**src/rtl/rdt_pkg.sv**
```systemverilog
// Shared definitions for the auto-reload interval timer.
// Assumes the control byte layout below is what host software writes.
package rdt_pkg;
    localparam int SEL_W  = 2;
    localparam int CTRL_W = SEL_W + 3;

    typedef enum logic [1:0] {
        CMD_LOAD_BOTH   = 2'd0,
        CMD_LOAD_RELOAD = 2'd1,
        CMD_CTRL        = 2'd2,
        CMD_CLR_FLAG    = 2'd3
    } host_cmd_e;

    typedef struct packed {
        logic             auto_stop;
        logic             trig_start;
        logic             run;
        logic [SEL_W-1:0] src_sel;
    } ctrl_t;
endpackage

```
**src/rtl/rdt_trig_sync.sv**
```systemverilog
// Brings the asynchronous trigger pin into the clock domain through
// STAGES flops and flags a rising edge for one cycle.
// Assumes the pin stays at each level for at least two clocks.
module rdt_trig_sync #(
    parameter int STAGES = 2
) (
    input  logic clk,
    input  logic rst_n,
    input  logic pin_i,
    output logic rise_o
);
    logic [STAGES:0] chain_q;

    // Shift the pin through the synchronizer and one history flop.
    always_ff @(posedge clk) begin
        if (!rst_n) chain_q <= '0;
        else        chain_q <= {chain_q[STAGES-1:0], pin_i};
    end

    // Edge = synchronized level high while the previous level was low.
    always_comb rise_o = chain_q[STAGES-1] & ~chain_q[STAGES];
endmodule

```
**src/rtl/rdt_ctrl.sv**
```systemverilog
// Control register and run state. Decides whether the timer is
// counting and which source pulse becomes the count tick.
// Assumes uf_i is the same-cycle underflow indication from the core.
module rdt_ctrl
    import rdt_pkg::*;
#(
    parameter int NSRC = 1 << SEL_W
) (
    input  logic              clk,
    input  logic              rst_n,
    input  logic              ctrl_wr_i,
    input  logic [CTRL_W-1:0] ctrl_data_i,
    input  logic [NSRC-1:0]   src_pulse_i,
    input  logic              trig_rise_i,
    input  logic              uf_i,
    output logic              tick_o,
    output logic              running_o,
    output logic              stop_arm_o
);
    ctrl_t ctrl_q;
    logic  started_q;

    // Hold the control byte written by the host.
    always_ff @(posedge clk) begin
        if (!rst_n)         ctrl_q <= '0;
        else if (ctrl_wr_i) ctrl_q <= ctrl_t'(ctrl_data_i);
    end

    // Trigger-mode start state: set by an edge, cleared by auto-stop or disarm.
    always_ff @(posedge clk) begin
        if (!rst_n)                                 started_q <= 1'b0;
        else if (!ctrl_q.run || !ctrl_q.trig_start) started_q <= 1'b0;
        else if (uf_i && ctrl_q.auto_stop)          started_q <= 1'b0;
        else if (trig_rise_i)                       started_q <= 1'b1;
    end

    // Running follows the run bit directly unless trigger-start is chosen.
    always_comb begin
        running_o  = ctrl_q.run & (ctrl_q.trig_start ? started_q : 1'b1);
        tick_o     = running_o & src_pulse_i[ctrl_q.src_sel];
        stop_arm_o = ctrl_q.trig_start & ctrl_q.auto_stop;
    end
endmodule

```
**src/rtl/rdt_core.sv**
```systemverilog
// Down-counter, reload register, interrupt flag and underflow strobe.
// Assumes at most one host command per cycle; a load beats a tick.
module rdt_core #(
    parameter int WIDTH = 8
) (
    input  logic             clk,
    input  logic             rst_n,
    input  logic             tick_i,
    input  logic             load_both_i,
    input  logic             load_reload_i,
    input  logic             clr_flag_i,
    input  logic [WIDTH-1:0] data_i,
    output logic [WIDTH-1:0] count_o,
    output logic             flag_o,
    output logic             uf_now_o,
    output logic             uf_pulse_o
);
    logic [WIDTH-1:0] reload_q;

    // Underflow: a tick accepted while the counter sits at zero.
    always_comb uf_now_o = tick_i & ~load_both_i & (count_o == '0);

    // Reload register written by either load command.
    always_ff @(posedge clk) begin
        if (!rst_n)                            reload_q <= '0;
        else if (load_both_i || load_reload_i) reload_q <= data_i;
    end

    // Counter: host load first, then reload on underflow, else step down.
    always_ff @(posedge clk) begin
        if (!rst_n)           count_o <= '0;
        else if (load_both_i) count_o <= data_i;
        else if (uf_now_o)    count_o <= reload_q;
        else if (tick_i)      count_o <= count_o - 1'b1;
    end

    // Interrupt flag: a set in the same cycle as a clear wins.
    always_ff @(posedge clk) begin
        if (!rst_n)          flag_o <= 1'b0;
        else if (uf_now_o)   flag_o <= 1'b1;
        else if (clr_flag_i) flag_o <= 1'b0;
    end

    // One-cycle strobe for other timers.
    always_ff @(posedge clk) begin
        if (!rst_n) uf_pulse_o <= 1'b0;
        else        uf_pulse_o <= uf_now_o;
    end
endmodule

```
**src/rtl/reload_down_timer.sv**
```systemverilog
// Top of the auto-reload interval timer: decodes host commands and
// wires the synchronizer, control and counter core together.
// Assumes src_pulse lines are single-cycle enables in the clk domain.
module reload_down_timer
    import rdt_pkg::*;
#(
    parameter int WIDTH       = 8,
    parameter int SYNC_STAGES = 2,
    localparam int NSRC       = 1 << SEL_W
) (
    input  logic             clk,
    input  logic             rst_n,
    input  logic [NSRC-1:0]  src_pulse,
    input  logic             ext_trig,
    input  logic             host_wr,
    input  logic [1:0]       host_cmd,
    input  logic [WIDTH-1:0] host_wdata,
    output logic [WIDTH-1:0] count_out,
    output logic             irq_flag,
    output logic             uf_pulse,
    output logic             running
);
    logic wr_load_both, wr_load_reload, wr_ctrl, wr_clr;
    logic trig_rise, tick, uf_now, stop_arm;

    // Decode the host command into one strobe per action.
    always_comb begin
        wr_load_both   = host_wr && (host_cmd == CMD_LOAD_BOTH);
        wr_load_reload = host_wr && (host_cmd == CMD_LOAD_RELOAD);
        wr_ctrl        = host_wr && (host_cmd == CMD_CTRL);
        wr_clr         = host_wr && (host_cmd == CMD_CLR_FLAG) && host_wdata[0];
    end

    rdt_trig_sync #(.STAGES(SYNC_STAGES)) u_sync (
        .clk    (clk),
        .rst_n  (rst_n),
        .pin_i  (ext_trig),
        .rise_o (trig_rise)
    );

    rdt_ctrl #(.NSRC(NSRC)) u_ctrl (
        .clk         (clk),
        .rst_n       (rst_n),
        .ctrl_wr_i   (wr_ctrl),
        .ctrl_data_i (host_wdata[CTRL_W-1:0]),
        .src_pulse_i (src_pulse),
        .trig_rise_i (trig_rise),
        .uf_i        (uf_now),
        .tick_o      (tick),
        .running_o   (running),
        .stop_arm_o  (stop_arm)
    );

    rdt_core #(.WIDTH(WIDTH)) u_core (
        .clk           (clk),
        .rst_n         (rst_n),
        .tick_i        (tick),
        .load_both_i   (wr_load_both),
        .load_reload_i (wr_load_reload),
        .clr_flag_i    (wr_clr),
        .data_i        (host_wdata),
        .count_o       (count_out),
        .flag_o        (irq_flag),
        .uf_now_o      (uf_now),
        .uf_pulse_o    (uf_pulse)
    );
endmodule

```
**config.mk**
```make
export PLATFORM = sky130hd
export DESIGN_NAME = reload_down_timer
export DESIGN_NICKNAME = d
export VERILOG_FILES = /design/src/rtl/rdt_pkg.sv /design/src/rtl/rdt_trig_sync.sv /design/src/rtl/rdt_ctrl.sv /design/src/rtl/rdt_core.sv /design/src/rtl/reload_down_timer.sv
export SDC_FILE = /design/constraint.sdc
export NUM_CORES = 1
export LEC_CHECK = 0
export CAP_MARGIN = 20
export CORE_MARGIN = 3
export CORE_UTILIZATION = 53
export DETAILED_ROUTE_END_ITERATION = 16
export PLACE_DENSITY = 0.83
export SLEW_MARGIN = 20
export SYNTH_ARGS = -nofsm -noshare
export SYNTH_HDL_FRONTEND = slang
export SYNTH_SLANG_ARGS = --single-unit
```
**constraint.sdc**
```tcl
create_clock -name clk -period 5.5 [get_ports clk]
set_input_delay 0.825 -clock clk [delete_from_list [all_inputs] [get_ports clk]]
set_output_delay 0.825 -clock clk [all_outputs]
set_load 0.005 [all_outputs]
```
* Word-level counts from Yosys, hierarchy flattened
Index checks and enable logic that the tools add are counted.
** Word-level totals
- Input bits :: 18
- Word-level logic and storage cells :: 46
- Output and inout port bits :: 11
- Register bits after elaboration :: 27
** Cells by class
- Reduce and logical (&&, ||, !) cells :: 15
- Muxes and demuxes :: 8
- Equality and inequality tests :: 3
- Bitwise logic cells :: 8
- Order comparisons :: 1
- Add/subtract/negate cells :: 1
** Operator list (count)
- $mux 8 :: 3
- $logic_not 8->1 :: 1
- $sub 8x1->8 const B :: 1
- $logic_and 1x1->1 :: 6
- $and 1x1->1 :: 5
- $eq 2x2->1 const B :: 2
- $mux 1 :: 4
- $lt 2x3->1 const B :: 1
- $not 1->1 :: 3
- $reduce_bool 3->1 :: 1
- $reduce_or 3->1 :: 1
- $bmux 1 s2 :: 1
- $eq 2x1->1 const B :: 1
- $logic_not 1->1 :: 2
- $logic_not 2->1 :: 1
- $logic_or 1x1->1 :: 2
- $reduce_bool 2->1 :: 1

* Logic depth before layout (Yosys ltp)
Gate-level depths: netlist of the first run.
- Depth after elaboration :: 7
- Depth in mapped cells :: 6
- Depth with buffers taken out :: 6

* Hierarchy
A second synthesis of the first run with hierarchy kept.
** Second synthesis, totals
- Cell total of the unflattened synthesis :: 153
- Area total of the unflattened synthesis :: 1371.3 um2
** By module, submodules not included
- rdt_core :: sequential area each 360.3 um2, cells each 117, area each 970.9 um2, instances 1
- rdt_ctrl :: sequential area each 120.1 um2, cells each 25, area each 270.3 um2, instances 1
- rdt_trig_sync :: sequential area each 60.1 um2, cells each 7, area each 92.6 um2, instances 1
- reload_down_timer :: sequential area each 0.0 um2, cells each 4, area each 37.5 um2, instances 1

* Worst setup path after synthesis of the first run
Ideal clock, no wire load.
- Path type :: in2reg
- From :: input port src_pulse[3]
- To :: register u_core.count_o[7]
- Setup time :: 0.137 ns
- Setup slack :: 3.441 ns
- Data required time :: 5.363 ns
- Path buffers :: 1
- Arrival :: 1.922 ns
- Cell stages on the path :: 5
- Cell sequence :: mux4_2 -> and3_1 -> clkbuf_1 -> a311oi_1 -> a311oi_1
** On the way
- Word-level cells in the longest chain between the ends :: 7
- Elaborated cells on any way between the ends :: 8
- Classes of those cells :: mux (4); bitwise (3); reduce/logical (1)
** Ends and longest elaborated chain
- from (decl) :: RTL line reload_down_timer.sv:13 : input logic [NSRC-1:0] src_pulse,
- $bmux 1 s2 * :: RTL line rdt_ctrl.sv:40 : tick_o = running_o & src_pulse_i[ctrl_q.src_sel];
- $mux 1 (not written as such) * :: RTL line rdt_ctrl.sv:40
- $and 1x1->1 * :: RTL line rdt_ctrl.sv:40
- $and 1x1->1 (2 in series) :: RTL line rdt_core.sv:21 : always_comb uf_now_o = tick_i & ~load_both_i & (count_o == '0);
- $mux 8 :: RTL line rdt_core.sv:33 : else if (uf_now_o) count_o <= reload_q;
- $mux 8 :: RTL line rdt_core.sv:32 : else if (load_both_i) count_o <= data_i;
- to (signal assigned) :: RTL line rdt_core.sv:32
- to (signal assigned) :: RTL line rdt_core.sv:33
- to (signal assigned) :: RTL line rdt_core.sv:34 : else if (tick_i) count_o <= count_o - 1'b1;
- to (decl) :: RTL line rdt_core.sv:13 : output logic [WIDTH-1:0] count_o,
Mark *: on every way between the ends. The rest lies on a longest branch, timed or not. The select of a mux whose other input is x is not followed.
A chain may end at the register's enable or synchronous reset.

* Worst setup path after layout of the first run
- From :: input port host_wr
- To :: register u_core.count_o[3]
** On the way
- Word-level cells in the longest chain between the ends :: 6
- Elaborated cells on any way between the ends :: 7
- Classes of those cells :: mux (2); bitwise (3); reduce/logical (2)
** Ends and longest elaborated chain
- from (decl) :: RTL line reload_down_timer.sv:15 : input logic host_wr,
- $logic_and 1x1->1 * :: RTL line reload_down_timer.sv:28 : wr_load_both = host_wr && (host_cmd == CMD_LOAD_BOTH);
- $not 1->1 :: RTL line rdt_core.sv:21
- $and 1x1->1 (2 in series) :: RTL line rdt_core.sv:21
- $mux 8 :: RTL line rdt_core.sv:33
- $mux 8 :: RTL line rdt_core.sv:32
Mark *: on every way between the ends. The rest lies on a longest branch, timed or not.

==> results of run 1 <==
## placed cells by master (no fill, tap or decap), drive strengths merged, types with 2 or more instances in the layout
cell           instances
inv                    5
and2                   5
nand3                  5
a21oi                  5
o211ai                 5
mux2i                  5
a21boi                 9
or2                    3
o2111ai                3
or3                    2
nor2                   5
nor2b                  7
clkdlybuf4s50         28
clkbuf                 3
nor3                   7
a311oi                 4
nand2                 16
o21ai                 10
dfxtp                 27
nand2b                 4
nand3b                 2
## synthesized netlist by cell type, drive strengths merged (5+ instances only)
cell type,count,area share (%)
nand2,16,4.6
nand3,5,1.9
a21boi,9,5.2
inv,5,1.4
mux2i,5,3.8
and2,5,2.4
nor2,5,1.4
nor3,7,2.7
a21oi,5,1.9
dfxtp,27,41
nor2b,7,3.3
o211ai,5,2.9
clkbuf,7,2.0
o21ai,10,3.8
## logic make-up (layout without fill, tap and decap cells)
group / count (synthesis) / count (layout) / synth area share [%]
AND/OR/NAND/NOR: 59 / 59 / 24.0
adder cells (fa/ha/maj): 1 / 1 / 0.956
XOR/XNOR: 1 / 1 / 0.669
AO/OA/AOI/OAI: 43 / 43 / 22.9
multiplexers: 7 / 7 / 6.41
flip-flops: 27 / 27 / 41.3
buffers and inverters: 13 / 37 / 3.73
## metal layers
metal	global-route usage (%)	up-vias	part of all wire (%)
li1	-	593	-
met1	28.9	551	47
met2	33.1	55	44
met3	4.87	6	7.6
met4	6.94	0	1.6
met5	0	-	0
## flip-flops by register name (all words and copies together) (netlist names)
register and flops:
u_ctrl.ctrl_q 5, u_sync.chain_q 3, u_core.reload_q 8, u_ctrl.started_q 1, u_core.uf_pulse_o 1, u_core.count_o 8, u_core.flag_o 1
## through the flow
stage          instances  setup slack, ns  utilization (%)  hold WS [ns]  area, um^2
2_1_floorplan        151             3.44                -         0.405        1310
3_3_place_gp         199             2.80             70.0         0.416        1590
3_5_place_dp         199             2.78             70.0         0.445        1590
4_1_cts              203             3.15             71.4         0.469        1620
5_1_grt              203             2.97             71.4         0.495        1620
6_report             203             3.14             71.4         0.471        1620
## final cells by class
class | instances | area, um^2
well taps | 28 | 35.0
clock buffers | 3 | 22.5
clock inverters | 1 | 7.51
fillers | 175 | 652
flip-flops and latches | 27 | 541
multi-input cells | 111 | 719
inverters | 5 | 18.8
repair buffers | 28 | 280
## final timing paths
check / from / to / slack, ns
hold reg to reg: u_ctrl.ctrl_q[4]$_SDFFE_PN0P_ / u_ctrl.started_q$_SDFFE_PP0P_ / 0.47
setup reg to reg: u_core.count_o[0]$_SDFFE_PN0P_ / u_ctrl.started_q$_SDFFE_PP0P_ / 3.44
setup / recovery: host_wr / u_core.count_o[3]$_SDFFE_PN0P_ / 3.14
hold / removal: u_ctrl.ctrl_q[4]$_SDFFE_PN0P_ / u_ctrl.started_q$_SDFFE_PP0P_ / 0.47
## worst max-delay path, cell delays in order
cell and delay, ns:
clkdlybuf4s50_1 0.51, nor2b_1 0.52, nand2b_1 0.38, o21ai_0 0.30
a21oi_1 0.06
## power groups by stage
stage          Combinational (mW)  Sequential, mW  Clock [mW]
6_report                   0.0760           0.213      0.0906
5_1_grt                    0.0838           0.214      0.0996
4_1_cts                    0.0759           0.212      0.0929
3_5_place_dp               0.0755           0.217           0
3_3_place_gp               0.0734           0.216           0
2_1_floorplan              0.0454           0.215           0
==> impl_metrics.yaml, run 1 <==
run_status:
  status: "completed"
die:
  row_count: 17
  coreArea_um2: 2280
  fp.dieH_um: 55.7
  start_util_pct: 57.5
  die-area_um2: 3100
  ioPinCount: 29
  die_x_um: 55.7
final_layout:
  synthToLayoutAreaGrowth_pct: 24.1
  drive_gt1_share_pct: 5.71
  antenna_cells: 0
  finalNetCount: 195
setup_path:
  end_kind: "flop"
  rr_worst_depth: 6
  critPathKind: "in -> reg"
  critPathMaxFanout: 11
  worstPathRequired_ns: 5.74
  cp-start-kind: "input port"
  cp_data_arrival_time_ns: 2.59
placement:
  portBuffers: 28
  routabilityCongestion: 0.807
  dp.final_hpwl_um: 2350
grt:
  grt_overflow_total: 0
  antenna_found_initial: 0
  grt_max_degree: 32
  grt_usage_pct: 21.2
  grt_pass1_vias: 1116
  grt_pass1_wl_um: 5240
timing:
  drv_slew: 0
  setup_viol: 0
  finalHoldViolCount: 0
  finalCriticalPeriod_ns: 2.36
  slew_headroom_pct: 40.1
  tightest_slew_ns: 0.895
  period_share_pct: 42.8
  max_freq_mhz: 425
  fin_tns_setup_ns: 0
  fin_skew_ns: 0.00484
  rsz0062_at_grt: "no"
logic_synthesis:
  yosysWarnings: 0
  syn_area_um2: 1310
  async_reset_ff_share_pct: 0
  ys_ff_latch: 27
  yosysSeqAreaShare_pct: 41.3
  synthCells: 151
  synth_cell_types: 36
  synth_nets: 170
  ys_dominant_reg_cell: "dfxtp_1"
  avgSynthCellArea_um2: 8.67
  synth-edff-count: 0
clock_network:
  clk_pin_slew_ns: 0.15
  root_buffer: "clkbuf_4"
  insertion_delay_ns: 0.34
  cts-hold-fix-buffers: 0
  clock_path_buffers: 2
  post-cts-setup-buffers: 0
  cts_tree: "built"
  htreeDepth: 1
  clock-sinks: 27
  cts_inserted_buffers: 3
  cts_resized: 0
pwr:
  pwr-share-clk_pct: 23.9
  switching_power_mw: 0.106
  p_leak_nw: 0.588
  switching_share_pct: 28.0
  power_mw: 0.379
  intPower_mw: 0.273
  pwr-share-comb_pct: 20.0
  p_seq_share_pct: 56.1
  power_density_nw_per_um2: 234
  peakVddDrop_uv: 259
detailed_routing:
  detail_route.iter0.violations: 54
  dr.pass1.iters: 4
  viasPerCell: 5.94
  drc_errors: 0
  routedWlPerCell_um: 15.4
  drtAntennaViolNets: 0
  routed_wl_um: 3120
  vias: 1205
job:
  maxCapViolCount: 0
min_path:
  hp-class: "reg -> reg"
  whs_path_depth: 1
No activity file was read; power rests on OpenSTA's default activity.
==> inputs of run 2 (changes only) <==
--- a/config.mk
+++ b/config.mk
@@ -7,9 +7,9 @@
 export LEC_CHECK = 0
 export CAP_MARGIN = 20
 export CORE_MARGIN = 3
-export CORE_UTILIZATION = 53
+export CORE_UTILIZATION = 44
 export DETAILED_ROUTE_END_ITERATION = 16
-export PLACE_DENSITY = 0.83
+export PLACE_DENSITY = 0.74
 export SLEW_MARGIN = 20
 export SYNTH_ARGS = -nofsm -noshare
 export SYNTH_HDL_FRONTEND = slang
==> constraint.sdc (replaced) <==
create_clock -name clk -period 1.97 [get_ports clk]
set_input_delay 0.2955 -clock clk [delete_from_list [all_inputs] [get_ports clk]]
set_output_delay 0.2955 -clock clk [all_outputs]
set_load 0.005 [all_outputs]
==> impl_metrics.yaml, run 2 (same netlist as run 1, synthesis figures left out) <==
setup_path:
  max_stage_delay_ns: 0.47
  cp_data_arrival_time_ns: 2.09
  critPathMaxFanout: 4
  cp_top_family: "simple AND/OR/NAND/NOR gates"
  cp-start-kind: "flop"
  crit_chain: "inv_1, ha_1, or4b_4, or2_4, a211o_1, a21oi_1"
  critPathKind: "reg -> reg"
  cp.buffers_inverters: 1
  end_kind: "flop"
  crit_slowest_cell: "or4b_4"
  worstPathRequired_ns: 2.25
timing:
  max_freq_mhz: 552
  slew_headroom_pct: 59.0
  tightest_slew_ns: 0.613
  rsz0062_at_grt: "no"
  finalHoldViolCount: 0
  period_share_pct: 91.9
  fin_skew_ns: 0.0125
  drv_slew: 0
  fin_tns_setup_ns: 0
  setup_viol: 0
  finalCriticalPeriod_ns: 1.81
die:
  die_x_um: 60.5
  start_util_pct: 46.7
  fp.dieH_um: 60.5
  ioPinCount: 29
  die-area_um2: 3670
  row_count: 19
  coreArea_um2: 2810
clock_network:
  clk_pin_slew_ns: 0.16
  cts_inserted_buffers: 3
  htreeDepth: 1
  cts_resized: 0
  cts-hold-fix-buffers: 0
  clock-sinks: 27
  cts_tree: "built"
  clock_path_buffers: 2
  root_buffer: "clkbuf_4"
  insertion_delay_ns: 0.34
  post-cts-setup-buffers: 0
grt:
  grt_overflow_total: 0
  grt_usage_pct: 20.0
  grt_pass1_vias: 1183
  antenna_found_initial: 0
  grt_max_degree: 32
  grt_pass1_wl_um: 5440
final_layout:
  multi_input_area_um2: 719
  drive_gt1_share_pct: 11.8
  final_common_cell: "clkdlybuf4s50_1"
  finalNetCount: 207
  largest_registers: "u_core.count_o: 8 flops, u_core.reload_q: 8 flops, u_ctrl.ctrl_q: 5 flops"
  antenna_cells: 0
  synthToLayoutAreaGrowth_pct: 31.3
  final_cell_mix: "clkdlybuf4s50_1 (28), dfxtp_1 (27), nand2_1 (16)"
  n_fill_cell: 242
  regArea_um2: 541
detailed_routing:
  dr.pass1.iters: 4
  routed_wl_um: 3260
  viasPerCell: 5.89
  drtAntennaViolNets: 0
  drc_errors: 0
  routedWlPerCell_um: 15.0
  vias: 1285
  detail_route.iter0.violations: 69
run_status:
  status: "completed"
pwr:
  pwr-share-clk_pct: 23.2
  pwr-share-comb_pct: 22.3
  power_mw: 1.08
  intPower_mw: 0.782
  peakVddDrop_uv: 406
  switching_share_pct: 27.9
  switching_power_mw: 0.302
  p_seq_share_pct: 54.4
  power_density_nw_per_um2: 631
  p_leak_nw: 0.647
min_path:
  hp-class: "reg -> reg"
job:
  maxCapViolCount: 0
placement:
  routabilityCongestion: 0.942
  dp.final_hpwl_um: 2490
  portBuffers: 28
-- run 2: cell count changes in the layout (fill, tap and decap cells not counted) --
cell / before / now
buf_4: 0 / 12
-- run 2: routing by layer --
layer / vias up / GRT usage [%] / share of wire (%)
li1: 617 / - / -
met1: 585 / 25.2 / 41
met5: - / 0 / 0
met2: 74 / 33.8 / 48
met3: 9 / 3.40 / 9.2
met4: 0 / 8.36 / 2.3
-- run 2: through the flow --
step                area (um^2)  util (%)  worst slack, ns  instances  hold WS (ns)
detailed placement         1690      60.2         -0.00529        214         0.425
CTS                        1720      61.2            0.158        218         0.458
finish                     1720      61.2            0.160        218         0.456
global route               1720      61.2           0.0982        218         0.486
floorplan                  1310         -            0.129        151         0.405
global placement           1690      60.2           0.0122        214         0.415
-- run 2: final timing paths --
check	startpoint	end	slack (ns)	cells past startpoint
worst min register to register	u_sync.chain_q[0]$_SDFF_PN0_	u_sync.chain_q[1]$_SDFF_PN0_	0.46	1
worst min-delay path	u_sync.chain_q[0]$_SDFF_PN0_	u_sync.chain_q[1]$_SDFF_PN0_	0.46	1
worst max register to register	u_core.count_o[0]$_SDFFE_PN0P_	u_core.count_o[3]$_SDFFE_PN0P_	0.16	6
worst max-delay path	u_core.count_o[0]$_SDFFE_PN0P_	u_core.count_o[3]$_SDFFE_PN0P_	0.16	6
-- run 2: final cells by class --
class	count	share of cell area (%)
timing repair buffer	40	21.6
clock buffer	3	1.31
inverter	5	1.09
multi-input combinational	111	41.9
sequential	27	31.5
tap	31	2.26
clock inverter	1	0.437
-- run 2: power groups by stage --
| stage | logic [mW] | registers (mW) | clock network, mW |
|---|---|---|---|
| after floorplan | 0.127 | 0.600 | 0 |
| after global placement | 0.237 | 0.601 | 0 |
| after detailed placement | 0.240 | 0.602 | 0 |
| after CTS | 0.241 | 0.590 | 0.257 |
| after global routing | 0.266 | 0.594 | 0.283 |
| final | 0.242 | 0.590 | 0.252 |
